**config.mk**
```make
export PLATFORM = sky130hd
export DESIGN_NAME = ac_bin_encoder
export DESIGN_NICKNAME = d
export VERILOG_FILES = /design/src/rtl/ac_enc_pkg.sv /design/src/rtl/ac_seq_div.sv /design/src/rtl/ac_bit_model.sv /design/src/rtl/ac_range_coder.sv /design/src/rtl/ac_bin_encoder.sv
export SDC_FILE = /design/constraint.sdc
export NUM_CORES = 1
export LEC_CHECK = 0
export BUFFER_PORTS_ARGS = -buffer_cell sky130_fd_sc_hd__buf_2
export CELL_PAD_IN_SITES_DETAIL_PLACEMENT = 1
export CELL_PAD_IN_SITES_GLOBAL_PLACEMENT = 1
export CORE_MARGIN = 4
export CORE_UTILIZATION = 44
export CTS_BUF_LIST = sky130_fd_sc_hd__clkbuf_4 sky130_fd_sc_hd__clkbuf_8 sky130_fd_sc_hd__clkbuf_16
export CTS_CLUSTER_SIZE = 8
export DETAILED_ROUTE_END_ITERATION = 8
export PLACE_DENSITY_LB_ADDON = 0.1
export SLEW_MARGIN = 20
export SYNTH_ARGS = -nofsm -noshare
export SYNTH_HDL_FRONTEND = slang
export SYNTH_SLANG_ARGS = --single-unit
```
**constraint.sdc**
```tcl
create_clock -name clk -period 6.4 [get_ports clk]
set_input_delay 1.6 -clock clk [delete_from_list [all_inputs] [get_ports clk]]
set_output_delay 1.6 -clock clk [all_outputs]
set_load 0.005 [all_outputs]
```
**src/rtl/ac_enc_pkg.sv**
```systemverilog
package ac_enc_pkg;
  typedef enum logic [2:0] {
    ST_IDLE,
    ST_SPLIT,
    ST_PSTART,
    ST_PROB,
    ST_DONE
  } enc_state_t;
endpackage

```
**src/rtl/ac_seq_div.sv**
```systemverilog
// Restoring bit-serial divider: one quotient bit per clock.
module ac_seq_div #(
  parameter int NW = 24,
  parameter int DW = 9,
  parameter int QW = 16
) (
  input  logic          clk,
  input  logic          rst_n,
  input  logic          start,
  input  logic [NW-1:0] num,
  input  logic [DW-1:0] den,
  output logic          busy,
  output logic          done,
  output logic [QW-1:0] quot
);
  localparam int CNTW = $clog2(NW + 1);
  localparam int WW   = NW + DW + 1;

  logic [CNTW-1:0] cnt_q;
  logic [DW-1:0]   rem_q;
  logic [NW-1:0]   q_q;
  logic [NW-1:0]   num_q;
  logic [DW-1:0]   den_q;
  logic            done_q;
  logic [DW:0]     trial;
  logic [DW:0]     diff;
  logic            fits;

  always_comb begin
    trial = {rem_q, q_q[NW-1]};
    diff  = trial - {1'b0, den_q};
    fits  = trial >= {1'b0, den_q};
  end

  always_ff @(posedge clk or negedge rst_n) begin
    if (!rst_n) begin
      cnt_q  <= '0;
      rem_q  <= '0;
      q_q    <= '0;
      num_q  <= '0;
      den_q  <= '0;
      done_q <= 1'b0;
    end else begin
      done_q <= 1'b0;
      if (start) begin
        cnt_q <= CNTW'(NW);
        rem_q <= '0;
        q_q   <= num;
        num_q <= num;
        den_q <= den;
      end else if (cnt_q != '0) begin
        rem_q  <= fits ? diff[DW-1:0] : trial[DW-1:0];
        q_q    <= {q_q[NW-2:0], fits};
        cnt_q  <= cnt_q - 1'b1;
        done_q <= (cnt_q == CNTW'(1));
      end
    end
  end

  assign busy = (cnt_q != '0);
  assign done = done_q;
  assign quot = q_q[QW-1:0];

  logic [WW-1:0] q_w, n_w, d_w;
  always_comb begin
    q_w = WW'(q_q);
    n_w = WW'(num_q);
    d_w = WW'(den_q);
  end


  div_floor_chk: assert property (@(posedge clk) disable iff (!rst_n)
    done |-> ((q_w * d_w <= n_w) && (n_w < (q_w + 1) * d_w)));


  div_den_nonzero_chk: assert property (@(posedge clk) disable iff (!rst_n)
    start |-> (den != '0));
endmodule

```
**src/rtl/ac_bit_model.sv**
```systemverilog
// Adaptive order-0 model: two bit counts and the published probabilities.
module ac_bit_model #(
  parameter int PW      = 16,
  parameter int CNT_MAX = 255,
  parameter int CW      = 8
) (
  input  logic          clk,
  input  logic          rst_n,
  input  logic          clr,
  input  logic          upd,
  input  logic          bit_in,
  input  logic          prob_load,
  input  logic [PW-1:0] prob_val,
  output logic [CW-1:0] c0,
  output logic [CW:0]   tot,
  output logic [PW-1:0] prob0,
  output logic [PW-1:0] prob1
);
  localparam logic [PW-1:0] ONE     = '1;
  localparam logic [PW-1:0] P0_INIT = ONE >> 1;
  localparam logic [CW:0]   SAT     = (CW+1)'(CNT_MAX);

  logic [CW-1:0] c0_q, c1_q;
  logic [PW-1:0] p0_q, p1_q;
  logic [CW:0]   w0, w1, n0, n1;
  logic          sat;

  always_comb begin
    w0  = {1'b0, c0_q} + (CW+1)'(!bit_in);
    w1  = {1'b0, c1_q} + (CW+1)'(bit_in);
    sat = (w0 == SAT) || (w1 == SAT);
    n0  = sat ? ((w0 + 1'b1) >> 1) : w0;
    n1  = sat ? ((w1 + 1'b1) >> 1) : w1;
  end

  always_ff @(posedge clk or negedge rst_n) begin
    if (!rst_n) begin
      c0_q <= CW'(1);
      c1_q <= CW'(1);
      p0_q <= P0_INIT;
      p1_q <= ONE - P0_INIT;
    end else if (clr) begin
      c0_q <= CW'(1);
      c1_q <= CW'(1);
      p0_q <= P0_INIT;
      p1_q <= ONE - P0_INIT;
    end else begin
      if (upd) begin
        c0_q <= n0[CW-1:0];
        c1_q <= n1[CW-1:0];
      end
      if (prob_load) begin
        p0_q <= prob_val;
        p1_q <= ONE - prob_val;
      end
    end
  end

  assign c0    = c0_q;
  assign tot   = {1'b0, c0_q} + {1'b0, c1_q};
  assign prob0 = p0_q;
  assign prob1 = p1_q;


  cnt_bounded_chk: assert property (@(posedge clk) disable iff (!rst_n)
    (c0_q >= CW'(1)) && (c1_q >= CW'(1)) &&
    ({1'b0, c0_q} < SAT) && ({1'b0, c1_q} < SAT));


  cnt_quiet_chk: assert property (@(posedge clk) disable iff (!rst_n)
    (!upd && !clr) |=> ($stable(c0_q) && $stable(c1_q)));
endmodule

```
**src/rtl/ac_range_coder.sv**
```systemverilog
// Fixed-point interval [low, high] and the tag register.
module ac_range_coder #(
  parameter int PW = 16
) (
  input  logic          clk,
  input  logic          rst_n,
  input  logic          clr,
  input  logic          upd,
  input  logic          bit_in,
  input  logic [PW-1:0] off,
  input  logic          tag_load,
  output logic [PW-1:0] span,
  output logic [PW-1:0] tag
);
  localparam logic [PW-1:0] ONE = '1;

  logic [PW-1:0] low_q, high_q, tag_q, mid;

  always_comb begin
    span = high_q - low_q;
    mid  = low_q + (span >> 1);
  end

  always_ff @(posedge clk or negedge rst_n) begin
    if (!rst_n) begin
      low_q  <= '0;
      high_q <= ONE;
      tag_q  <= '0;
    end else begin
      if (tag_load) tag_q <= mid;
      if (clr) begin
        low_q  <= '0;
        high_q <= ONE;
      end else if (upd) begin
        if (bit_in) low_q  <= low_q + off;
        else        high_q <= low_q + off;
      end
    end
  end

  assign tag = tag_q;


  low_lt_high_chk: assert property (@(posedge clk) disable iff (!rst_n)
    low_q < high_q);


  zero_keeps_low_chk: assert property (@(posedge clk) disable iff (!rst_n)
    (upd && !clr && !bit_in) |=> $stable(low_q));


  one_keeps_high_chk: assert property (@(posedge clk) disable iff (!rst_n)
    (upd && !clr && bit_in) |=> $stable(high_q));


  restart_chk: assert property (@(posedge clk) disable iff (!rst_n)
    clr |=> ((low_q == '0) && (high_q == ONE)));
endmodule

```
**src/rtl/ac_bin_encoder.sv**
```systemverilog
module ac_bin_encoder #(
  parameter int PW       = 16,
  parameter int CNT_MAX  = 255,
  parameter int MAX_BITS = 8
) (
  input  logic          clk,
  input  logic          rst_n,
  input  logic          in_valid,
  output logic          in_ready,
  input  logic          in_bit,
  input  logic          in_last,
  output logic [PW-1:0] prob0,
  output logic [PW-1:0] prob1,
  output logic [PW-1:0] tag,
  output logic          tag_valid,
  output logic          dec_start
);
  import ac_enc_pkg::*;

  localparam int CW  = $clog2(CNT_MAX + 1);
  localparam int DW  = CW + 1;
  localparam int NW  = PW + CW;
  localparam int BCW = $clog2(MAX_BITS + 1);
  localparam logic [PW-1:0] ONE = '1;

  enc_state_t     state_q;
  logic           bit_q, last_q, tv_q;
  logic [BCW-1:0] bcnt_q;
  logic           accept, at_limit;
  logic           div_start, div_busy, div_done;
  logic [NW-1:0]  div_num;
  logic [PW-1:0]  div_quot, factor, span;
  logic [CW-1:0]  c0;
  logic [CW:0]    tot;
  logic           split_done, prob_done, finish;

  always_comb begin
    in_ready   = (state_q == ST_IDLE);
    accept     = in_valid && in_ready;
    at_limit   = (bcnt_q == BCW'(MAX_BITS - 1));
    factor     = (state_q == ST_PSTART) ? ONE : span;
    div_num    = NW'(factor) * NW'(c0);
    div_start  = accept || (state_q == ST_PSTART);
    split_done = (state_q == ST_SPLIT) && div_done;
    prob_done  = (state_q == ST_PROB) && div_done;
    finish     = (state_q == ST_DONE);
  end

  always_ff @(posedge clk or negedge rst_n) begin
    if (!rst_n) begin
      state_q <= ST_IDLE;
      bit_q   <= 1'b0;
      last_q  <= 1'b0;
      bcnt_q  <= '0;
      tv_q    <= 1'b0;
    end else begin
      tv_q <= finish;
      unique case (state_q)
        ST_IDLE: if (accept) begin
          bit_q   <= in_bit;
          last_q  <= in_last || at_limit;
          bcnt_q  <= bcnt_q + 1'b1;
          state_q <= ST_SPLIT;
        end
        ST_SPLIT:  if (div_done) state_q <= last_q ? ST_DONE : ST_PSTART;
        ST_PSTART: state_q <= ST_PROB;
        ST_PROB:   if (div_done) state_q <= ST_IDLE;
        ST_DONE: begin
          bcnt_q  <= '0;
          state_q <= ST_IDLE;
        end
        default:   state_q <= ST_IDLE;
      endcase
    end
  end

  ac_seq_div #(.NW(NW), .DW(DW), .QW(PW)) u_div (
    .clk   (clk),
    .rst_n (rst_n),
    .start (div_start),
    .num   (div_num),
    .den   (tot),
    .busy  (div_busy),
    .done  (div_done),
    .quot  (div_quot)
  );

  ac_bit_model #(.PW(PW), .CNT_MAX(CNT_MAX), .CW(CW)) u_model (
    .clk       (clk),
    .rst_n     (rst_n),
    .clr       (finish),
    .upd       (split_done),
    .bit_in    (bit_q),
    .prob_load (prob_done),
    .prob_val  (div_quot),
    .c0        (c0),
    .tot       (tot),
    .prob0     (prob0),
    .prob1     (prob1)
  );

  ac_range_coder #(.PW(PW)) u_coder (
    .clk      (clk),
    .rst_n    (rst_n),
    .clr      (finish),
    .upd      (split_done),
    .bit_in   (bit_q),
    .off      (div_quot),
    .tag_load (finish),
    .span     (span),
    .tag      (tag)
  );

  assign tag_valid = tv_q;
  assign dec_start = tv_q;


  ready_idle_chk: assert property (@(posedge clk) disable iff (!rst_n)
    in_ready |-> !div_busy);


  ready_drop_chk: assert property (@(posedge clk) disable iff (!rst_n)
    accept |=> !in_ready);


  trig_pulse_chk: assert property (@(posedge clk) disable iff (!rst_n)
    tag_valid |=> !tag_valid);


  trig_ready_chk: assert property (@(posedge clk) disable iff (!rst_n)
    tag_valid |-> in_ready);


  max_len_chk: assert property (@(posedge clk) disable iff (!rst_n)
    (accept && at_limit) |=> last_q);
endmodule

```
[Word-level counts from Yosys, hierarchy flattened]
Index checks and enable logic that the tools add are counted.
Storage, ports and cells
  flip-flop bits (word level): 154
  latch bits: 0
  bits in writable memories: 0
  ROM bits: 0
  bits of input ports: 5
  word-level logic and storage cells: 95
  memories: 0
Operators by class
  add/subtract/negate cells: 12
  multiply operators: 1
  div/mod/pow operators: 0
  order comparisons: 1
  equality and inequality tests: 12
  shift operators: 0
  multiplexer cells: 33
  bitwise gates (word level): 0
  reduce and logical (&&, ||, !) cells: 19
Operator list (count)
  $mux 16: 11
  $mux 24: 2
  $mux 8: 6
  $mux 9: 3
  $mul 16x8->24: 1
  $add 8x1->9: 2
  $add 9x1->9 const B: 2
  $eq 9x8->1 const B: 2
  $add 16x15->16: 1
  $add 16x16->16: 1
  $sub 16x16->16: 1
  $sub 16x16->16 const A: 1
  $mux 3: 4
  $pmux 3 s4: 1
  $ge 10x9->1: 1
  $mux 5: 2
  $reduce_bool 2->1: 5
  $add 8x8->9: 1
  $sub 9x9->9: 1
  $ne 2x1->1 const B: 4
  $pmux 4 s2: 1
  $reduce_and 2->1: 4
  $eq 3x2->1 const B: 2
  $eq 5x1->1 const B: 1
  other kinds (13): 18

[Logic depth before layout (Yosys ltp)]
Gate-level depths: netlist (run 1).
  depth after elaboration: 7
  mapped depth: 27

[Modules after synthesis]
Synthesis (run 1) repeated with hierarchy kept, for this count alone.
Second synthesis, totals
  cell total of the unflattened synthesis: 1709
  area, all modules: 15033.2 um^2
Modules (own cells, without submodules)
  ac_bin_encoder: instances 1, cells each 559, area each 4745.8 um^2
  ac_range_coder: instances 1, cells each 460, area each 4140.2 um^2
  ac_bit_model: instances 1, cells each 384, area each 3283.1 um^2
  ac_seq_div: instances 1, cells each 306, area each 2864.0 um^2

[Worst setup path after synthesis (run 1)]
Ideal clock, no wire load.
  path type: register to register
  start point: register u_coder.high_q[0]
  end point: register u_div.q_q[16]
  arrival time: 6458 ps
  required time: 6280 ps
  slack: -178 ps
  cell stages (with the launch flop): 27
  path buffers: 0
  cell sequence: dfstp_2 -> inv_1 -> ha_1 -> inv_1 -> fa_1 -> a21o_1 -> a21o_1 -> a211o_1 -> a211oi_2 -> or2_2 -> mux2i_1 -> nand2_1 -> fa_1 -> inv_1 -> fa_1 -> fa_1 -> inv_1 -> fa_1 -> inv_1 -> ha_1 -> and3_1 -> and3_1 -> a211oi_2 -> a21oi_1 -> o21a_1 -> or3_1 -> a31o_2
Between the ends
  cells in the longest elaborated chain, start to end: 4
Ends and longest elaborated chain
  start: declaration: line ac_range_coder.sv:17  | logic [PW-1:0] low_q, high_q, tag_q, mid;
  start signal: assignment: line ac_range_coder.sv:36  | else high_q <= low_q + off;
  $sub 16x16->16: line ac_range_coder.sv:20  | span = high_q - low_q;
  $mux 16: line ac_bin_encoder.sv:41  | factor = (state_q == ST_PSTART) ? ONE : span;
  $mul 16x8->24: line ac_bin_encoder.sv:42  | div_num = NW'(factor) * NW'(c0);
  $mux 24: line ac_seq_div.sv:45  | if (start) begin
  end signal: assignment: line ac_seq_div.sv:48  | q_q <= num;
  end signal: assignment: line ac_seq_div.sv:53  | q_q <= {q_q[NW-2:0], fits};
  end: declaration: line ac_seq_div.sv:21  | logic [NW-1:0] q_q;
No other way between the ends.
A chain may end at the register's enable or synchronous reset.

[Final worst setup path (run 1)]
Ends and elaborated chain as after synthesis.

==> results of run 1 <==
## worst reg2reg max path, delay by kind of cell (launching register included)
kind | cells | cell delay [ps]
mux | 1 | 290
compound gates | 8 | 1720
flops | 1 | 370
fa+ha+maj | 7 | 2760
buf+inv | 5 | 240
simple gates | 5 | 940
## stage by stage
stage | power, µW | worst slack (ps) | TNS [ps]
after detailed placement | 1020 | -300 | -1210
after global placement | 1020 | -58.4 | -187
after CTS | 2150 | 11.4 | 0
after floorplan | 992 | 1.30 | 0
after global routing | 2190 | -229 | -815
final | 2120 | -35.7 | -35.7
## registers in the layout, summed over array words and instances, names as in the netlist, 9 cells and up
register	cells
u_coder.high_q	16
u_model.prob1	16
u_div.q_q	24
u_div.rem_q	9
u_coder.low_q	16
u_coder.tag	16
u_div.den_q	9
u_model.prob0	16
## final timing paths
check / from / end / slack, ps / cells after the start
worst min-delay path: u_coder.tag[13] / u_coder.tag[13] / 470 / 2
max in group asynchronous: rst_n / u_model.c0[2] / 4070 / 2
worst max-delay path: u_coder.high_q[0] / u_div.q_q[16] / -40 / 26
min in group asynchronous: rst_n / u_model.prob1[11] / 1160 / 1
worst max register to register: u_coder.high_q[0] / u_div.q_q[16] / -40 / 26
worst min register to register: u_coder.tag[13] / u_coder.tag[13] / 470 / 2
## power by group
part	total [µW]	internal (µW)	switching [µW]
Sequential	974	974	0
Combinational	23.1	2.16	21.0
Clock	1130	649	479
Total	2120	1620	500
## synth_stat cells (all sizes together), types with 4 or more instances
library cell / instances / share of area [%]
a211oi: 16 / 0.96
dfrtp: 120 / 21
fa: 89 / 13
nand3: 60 / 2.1
xor2: 36 / 2.2
a31oi: 33 / 1.5
nor3: 26 / 0.92
mux2i: 12 / 0.85
nand2b: 14 / 0.62
o22ai: 5 / 0.22
or3: 10 / 0.44
a21oi: 78 / 2.8
o22a: 13 / 0.81
nor2: 90 / 2.4
buf: 7 / 0.22
o21a: 14 / 0.74
o21bai: 13 / 0.69
o21ai: 145 / 5.1
xnor2: 43 / 2.7
or2: 5 / 0.22
inv: 150 / 4.0
and3: 28 / 1.2
a21o: 31 / 1.6
nor4: 7 / 0.31
nand2: 187 / 5.0
a21boi: 4 / 0.21
ha: 118 / 10
o31ai: 17 / 0.90
dfstp: 34 / 6.3
nand4: 13 / 0.58
o211ai: 11 / 0.58
and2: 46 / 2.0
clkbuf: 72 / 1.9
nor2b: 59 / 2.6
## placed cells by master, fill, tap and decap left out, drive strengths merged, types with 4 or more instances in the layout
cell / instances
inv: 157
clkbuf: 20
o21ai: 145
o22a: 13
mux2i: 12
o211ai: 11
dfrtp: 120
a21oi: 78
xnor2: 43
o21bai: 13
o21a: 14
a21boi: 4
a21o: 31
nand3: 60
nor2b: 59
nor4: 7
a211oi: 16
nand4: 13
nand2b: 14
a31oi: 33
o22ai: 5
or2: 5
ha: 118
or3: 10
fa: 89
nand2: 187
buf: 173
nor2: 90
nor3: 26
and2: 46
xor2: 36
and3: 28
o31ai: 17
dfstp: 34
## area by class of cell
| type | count | share of cell area, % |
|---|---|---|
| Sequential cell | 154 | 23.5 |
| Multi-Input combinational cell | 1269 | 59.0 |
| Timing Repair Buffer | 173 | 7.14 |
| Clock inverter | 12 | 1.08 |
| Inverter | 150 | 3.40 |
| Clock buffer | 20 | 2.74 |
| Tap cell | 402 | 3.04 |
## kinds of logic (layout without fill, tap and decap cells)
family | after synthesis | after routing | synth area share [%]
XOR/XNOR | 79 | 79 | 4.89
multiplexers | 14 | 14 | 1.01
adder cells (fa/ha/maj) | 207 | 207 | 23.0
AND/OR/NAND/NOR | 558 | 558 | 19.2
buffers and inverters | 229 | 355 | 6.12
flip-flops | 154 | 154 | 27.6
AO/OA/AOI/OAI | 411 | 411 | 18.2
## routing by layer
layer  vias to the layer above  share of wire, %  global-route usage (%)
met3                        74               2.8                    3.51
met4                         0               2.8                    8.42
met1                      6459                41                    30.1
met5                         -                 0                       0
li1                       5884                 -                       -
met2                       208                53                    46.6
## repair_timing
| action | CTS | global route |
|---|---|---|
| setup endpoints to repair | 8 | 13 |
| pin swaps | 50 | 48 |
| gates cloned | 0 | 0 |
| buffers inserted | 7 | 6 |
| gates resized for setup | 33 | 46 |
==> run_results.csv, run 1 <==
group,metric,value,unit
power,power.density,128,mW/mm²
logic_synthesis,syn_area_per_cell,8.56,µm²
clock_network,cts_sinks,154,
die,die_x,187,µm
grt,grt_pass1_vias,13544,
timing,drv_slew,0,
place,dp_cells,2135,
detailed_routing,viasPerCell,5.79,
timing,finalHoldViolations,0,
detailed_routing,drc_errors,0,
clock_network,clock_latency,450,ps
detailed_routing,drtAntennaViolNets,0,
place,portBuffers,55,
setup_path,crit_path_end_kind,"flop",
die,die_y,187,µm
place,post_dp_cell_area,0.0155,mm²
timing,worstMarginPinSlew,995,ps
logic_synthesis,synthesis.area,0.0141,mm²
die,io_pins,56,
power,peakVddDrop,178,µV
grt,grt_usage,25.2,%
final_layout,register_area,0.00390,mm²
logic_synthesis,ys_seq_area_share,27.6,%
timing,rsz0062_at_grt,"true",
setup_path,crit_arrival,6770,ps
setup_path,critPathMaxStageDelay,540,ps
logic_synthesis,syn_inst,1652,
timing,hold_slack,472,ps
die,rows,65,
final_layout,n_fill_cell,3710,
timing,finClkSkew,13.7,ps
die,initial_core_util,44.7,%
clock_network,cts_htree_levels,4,
logic_synthesis,synth_edf_count,0,
die,core_region_area,0.0316,mm²
logic_synthesis,ys_ff_latch,154,
setup_path,start_kind,"flop",
clock_network,clkTransAtPathRegs,70,ps
clock_network,cts_max_path_buffers,2,
detailed_routing,wire_per_inst,20.2,µm
grt,grt_overflow_total,0,
clock_network,postCtsHoldBufs,0,
power,p_leak,0.00821,µW
timing,final.min_clock_period,6440,ps
clock_network,cts_tree,"yes",
logic_synthesis,synth_flop_cell,"dfrtp_1",
grt,grt_max_degree,73,
logic_synthesis,ys.warnings.count,0,
detailed_routing,firstDrtPassIters,5,
setup_path,required,6740,ps
place,gp_congestion,0.865,
setup_path,slowest_stage,"fa_1",
place,dpl.hpwl,33200,µm
outcome,status,"finished, violations left",
outcome,failed_checks,"negative setup slack",
final_layout,num-nets-final,1977,
final_layout,antenna_cells,0,
detailed_routing,routed_wirelength,44100,µm
detailed_routing,drt_iter0_markers,584,
worst_hold_path,min_path_type,"reg2reg",
final_layout,multi_input_area,0.00977,mm²
timing,period_share,101,%
timing,max_freq,155,MHz
final_layout,final_area,0.0165,mm²
logic_synthesis,postSynth.asyncResetShare,100,%
timing,maxSlewHeadroom,33.7,%
detailed_routing,vias,12625,
final_layout,final_layout_size_suffix_gt1_share,17.7,%
logic_synthesis,synth_nets,1864,
setup_path,path_class,"reg2reg",
job,drv_cap,0,
setup_path,path_buf_inv,5,
timing,setup_viol,1,
final_layout,stdcell_count,2180,
setup_path,worst-path-max-fanout,4,
grt,grt_pass1_wl,71500,µm
grt,antenna_found_initial,1,
timing,fin_ws,-35.7,ps
clock_network,root_buffer,"clkbuf_16",
final_layout,utilization,52.3,%
setup_path,crit_family,"adder cells",
logic_synthesis,synth.distinct_cells,69,
final_layout,areaGrowthSynthToFinish,17.1,%
die,die_area,0.0351,mm²
clock_network,cts_buffers,17,
Power figures use the tool's default switching activity.
==> inputs of run 2 (changes only) <==
--- a/config.mk
+++ b/config.mk
@@ -6,7 +6,7 @@
 export NUM_CORES = 1
 export LEC_CHECK = 0
 export BUFFER_PORTS_ARGS = -buffer_cell sky130_fd_sc_hd__buf_2
-export CELL_PAD_IN_SITES_DETAIL_PLACEMENT = 1
+export CELL_PAD_IN_SITES_DETAIL_PLACEMENT = 0
 export CELL_PAD_IN_SITES_GLOBAL_PLACEMENT = 1
 export CORE_MARGIN = 4
 export CORE_UTILIZATION = 44
==> run_results.csv, run 2 (synthesis results as in run 1) <==
group,metric,value,unit
place,post-place-ws,-118,ps
setup_path,path_buf_inv,5,
setup_path,crit_path_end_kind,"flop",
detailed_routing,drt_iter0_markers,697,
worst_hold_path,min_path_type,"reg2reg",
setup_path,cp_common_cell,"inv_2",
final_layout,layout.cells.most_common_list,"nand2_1, o21ai_0, inv_1",
clock_network,clock_latency,460,ps
grt,grt_max_degree,73,
grt,grt_usage,23.2,%
setup_path,slowest_stage,"fa_1",
final_layout,largest_reg_flops,24,
setup_path,crit_arrival,6740,ps
grt,grt_overflow_total,0,
final_layout,n_fill_cell,3079,
final_layout,final_layout_size_suffix_gt1_share,17.6,%
setup_path,required,6740,ps
clock_network,cts_tree,"yes",
place,gp_congestion,0.865,
outcome,status,"finished, final reports clean",
grt,antenna_found_initial,1,
timing,worstMarginPinSlew,959,ps
setup_path,reg2regPathDepth,26,
detailed_routing,routed_wirelength,40100,µm
die,rows,65,
timing,fin_ws,4.40,ps
timing,finClkSkew,12.0,ps
clock_network,root_buffer,"clkbuf_16",
place,portBuffers,55,
clock_network,cts_max_path_buffers,2,
die,die_y,187,µm
timing,maxSlewHeadroom,36.1,%
place,dpl.hpwl,30400,µm
power,peakVddDrop,181,µV
setup_path,worst-path-max-fanout,4,
setup_path,r2r_slack,4,ps
setup_path,critPathMaxStageDelay,560,ps
detailed_routing,drtAntennaViolNets,0,
setup_path,r2r-end,"u_div.q_q[16]",
clock_network,clkTransAtPathRegs,70,ps
detailed_routing,viasPerCell,5.62,
clock_network,cts_buffers,17,
power,p_leak,0.00818,µW
detailed_routing,drc_errors,0,
detailed_routing,vias,12247,
grt,grt_pass1_vias,12485,
worst_hold_path,hp-start,"u_coder.tag[1]",
final_layout,top_register,"u_div.q_q",
final_layout,num-nets-final,1974,
die,die_area,0.0351,mm²
timing,finalHoldViolations,0,
die,initial_core_util,44.7,%
grt,grt_pass1_wl,65900,µm
setup_path,path_class,"reg2reg",
final_layout,areaGrowthSynthToFinish,16.8,%
clock_network,cts_htree_levels,4,
job,drv_cap,0,
timing,rsz0062_at_grt,"true",
clock_network,postCtsHoldBufs,0,
timing,drv_slew,0,
worst_hold_path,min_delay_path_depth,2,
final_layout,final_common_cell,"nand2_1",
worst_hold_path,whs_endpoint,"u_coder.tag[1]",
timing,max_freq,156,MHz
timing,final.min_clock_period,6400,ps
die,io_pins,56,
setup_path,crit_family,"adder cells",
setup_path,start_kind,"flop",
timing,period_share,99.9,%
detailed_routing,wire_per_inst,18.4,µm
die,die_x,187,µm
die,core_region_area,0.0316,mm²
clock_network,cts_sinks,154,
detailed_routing,firstDrtPassIters,6,
power,power.density,127,mW/mm²
timing,setup_viol,0,
place,dp_cells,2135,
setup_path,rr_startpoint,"u_coder.high_q[0]",
final_layout,stdcell_count,2178,
## run 2: changes by cell type in the layout (fill, tap and decap cells not counted), moves of 3 or more
cell / previous run / this run
inv_2: 9 / 13
o21ai_0: 135 / 138
buf_4: 114 / 111
clkinv_8: 0 / 4
o21ai_1: 9 / 6
inv_1: 141 / 137
## run 2: layout make-up
class / count / area, µm² / share of cell area (%)
timing repair buffer: 170 / 1160 / 7.02
antenna: 1 / 2.50 / 0.0152
sequential: 154 / 3900 / 23.6
clock buffer: 17 / 425 / 2.58
tap: 402 / 503 / 3.05
inverter: 150 / 563 / 3.41
multi-input combinational: 1269 / 9760 / 59.1
clock inverter: 15 / 206 / 1.25
## run 2: power by group
part / internal [µW] / switching [µW] / leakage (µW)
Sequential: 974 / 0 / 0.00193
Clock: 599 / 501 / 0.000306
Combinational: 2.16 / 20.8 / 0.00595
## run 2: per-stage QoR
| stage | power, µW | setup TNS (ps) | cell area (µm²) | utilization, % | hold WS (ps) |
|---|---|---|---|---|---|
| 6_report | 2100 | 0 | 16500 | 52.2 | 469 |
| 5_1_grt | 2160 | -808 | 16500 | 52.2 | 512 |
| 4_1_cts | 2120 | -12.3 | 16100 | 51.0 | 474 |
| 3_5_place_dp | 1020 | -537 | 15500 | 48.9 | 457 |
| 3_3_place_gp | 1020 | -187 | 15500 | 48.9 | 456 |
| 2_1_floorplan | 992 | 0 | 14200 | - | 450 |
## run 2: worst max path at each step
stage | startpoint | to | slack, ps | depth (start not counted)
6_report | u_coder.high_q[0] | u_div.q_q[16] | 4 | 26
5_1_grt | u_coder.high_q[0] | u_div.q_q[16] | -190 | 26
4_1_cts | u_coder.high_q[0] | u_div.q_q[16] | -10 | 26
3_5_place_dp | u_coder.high_q[0] | u_div.q_q[21] | -120 | 25
3_3_place_gp | u_coder.high_q[0] | u_div.q_q[19] | -60 | 25
2_1_floorplan | u_coder.high_q[0] | u_div.q_q[16] | 1 | 26
## run 2: timing repair
| action | 4_1_cts | 5_1_grt |
|---|---|---|
| resized for setup | 4 | 72 |
| setup buffers | 2 | 12 |
| endpoints found under the setup margin | 7 | 13 |
| pin swaps | 7 | 80 |
## run 2: layer usage
metal | share of wire, % | wire length [µm] | vias to the layer above | GRT usage (%)
met5 | 0.032 | 13 | - | 0
met4 | 3.1 | 1240 | 2 | 8.56
met3 | 3.2 | 1300 | 71 | 3.38
met2 | 51 | 20400 | 200 | 41.1
met1 | 43 | 17100 | 6077 | 28.9
li1 | - | - | 5897 | -
## run 2: worst reg2reg max path: cells and delay by family (launching register included)
family,cells,cell delay (ps)
adders and majority gates,7,2790
and+or+nand+nor,5,910
buffers and inverters,5,240
DFF,1,370
AOI/OAI and AO/OA,8,1680
muxes,1,310
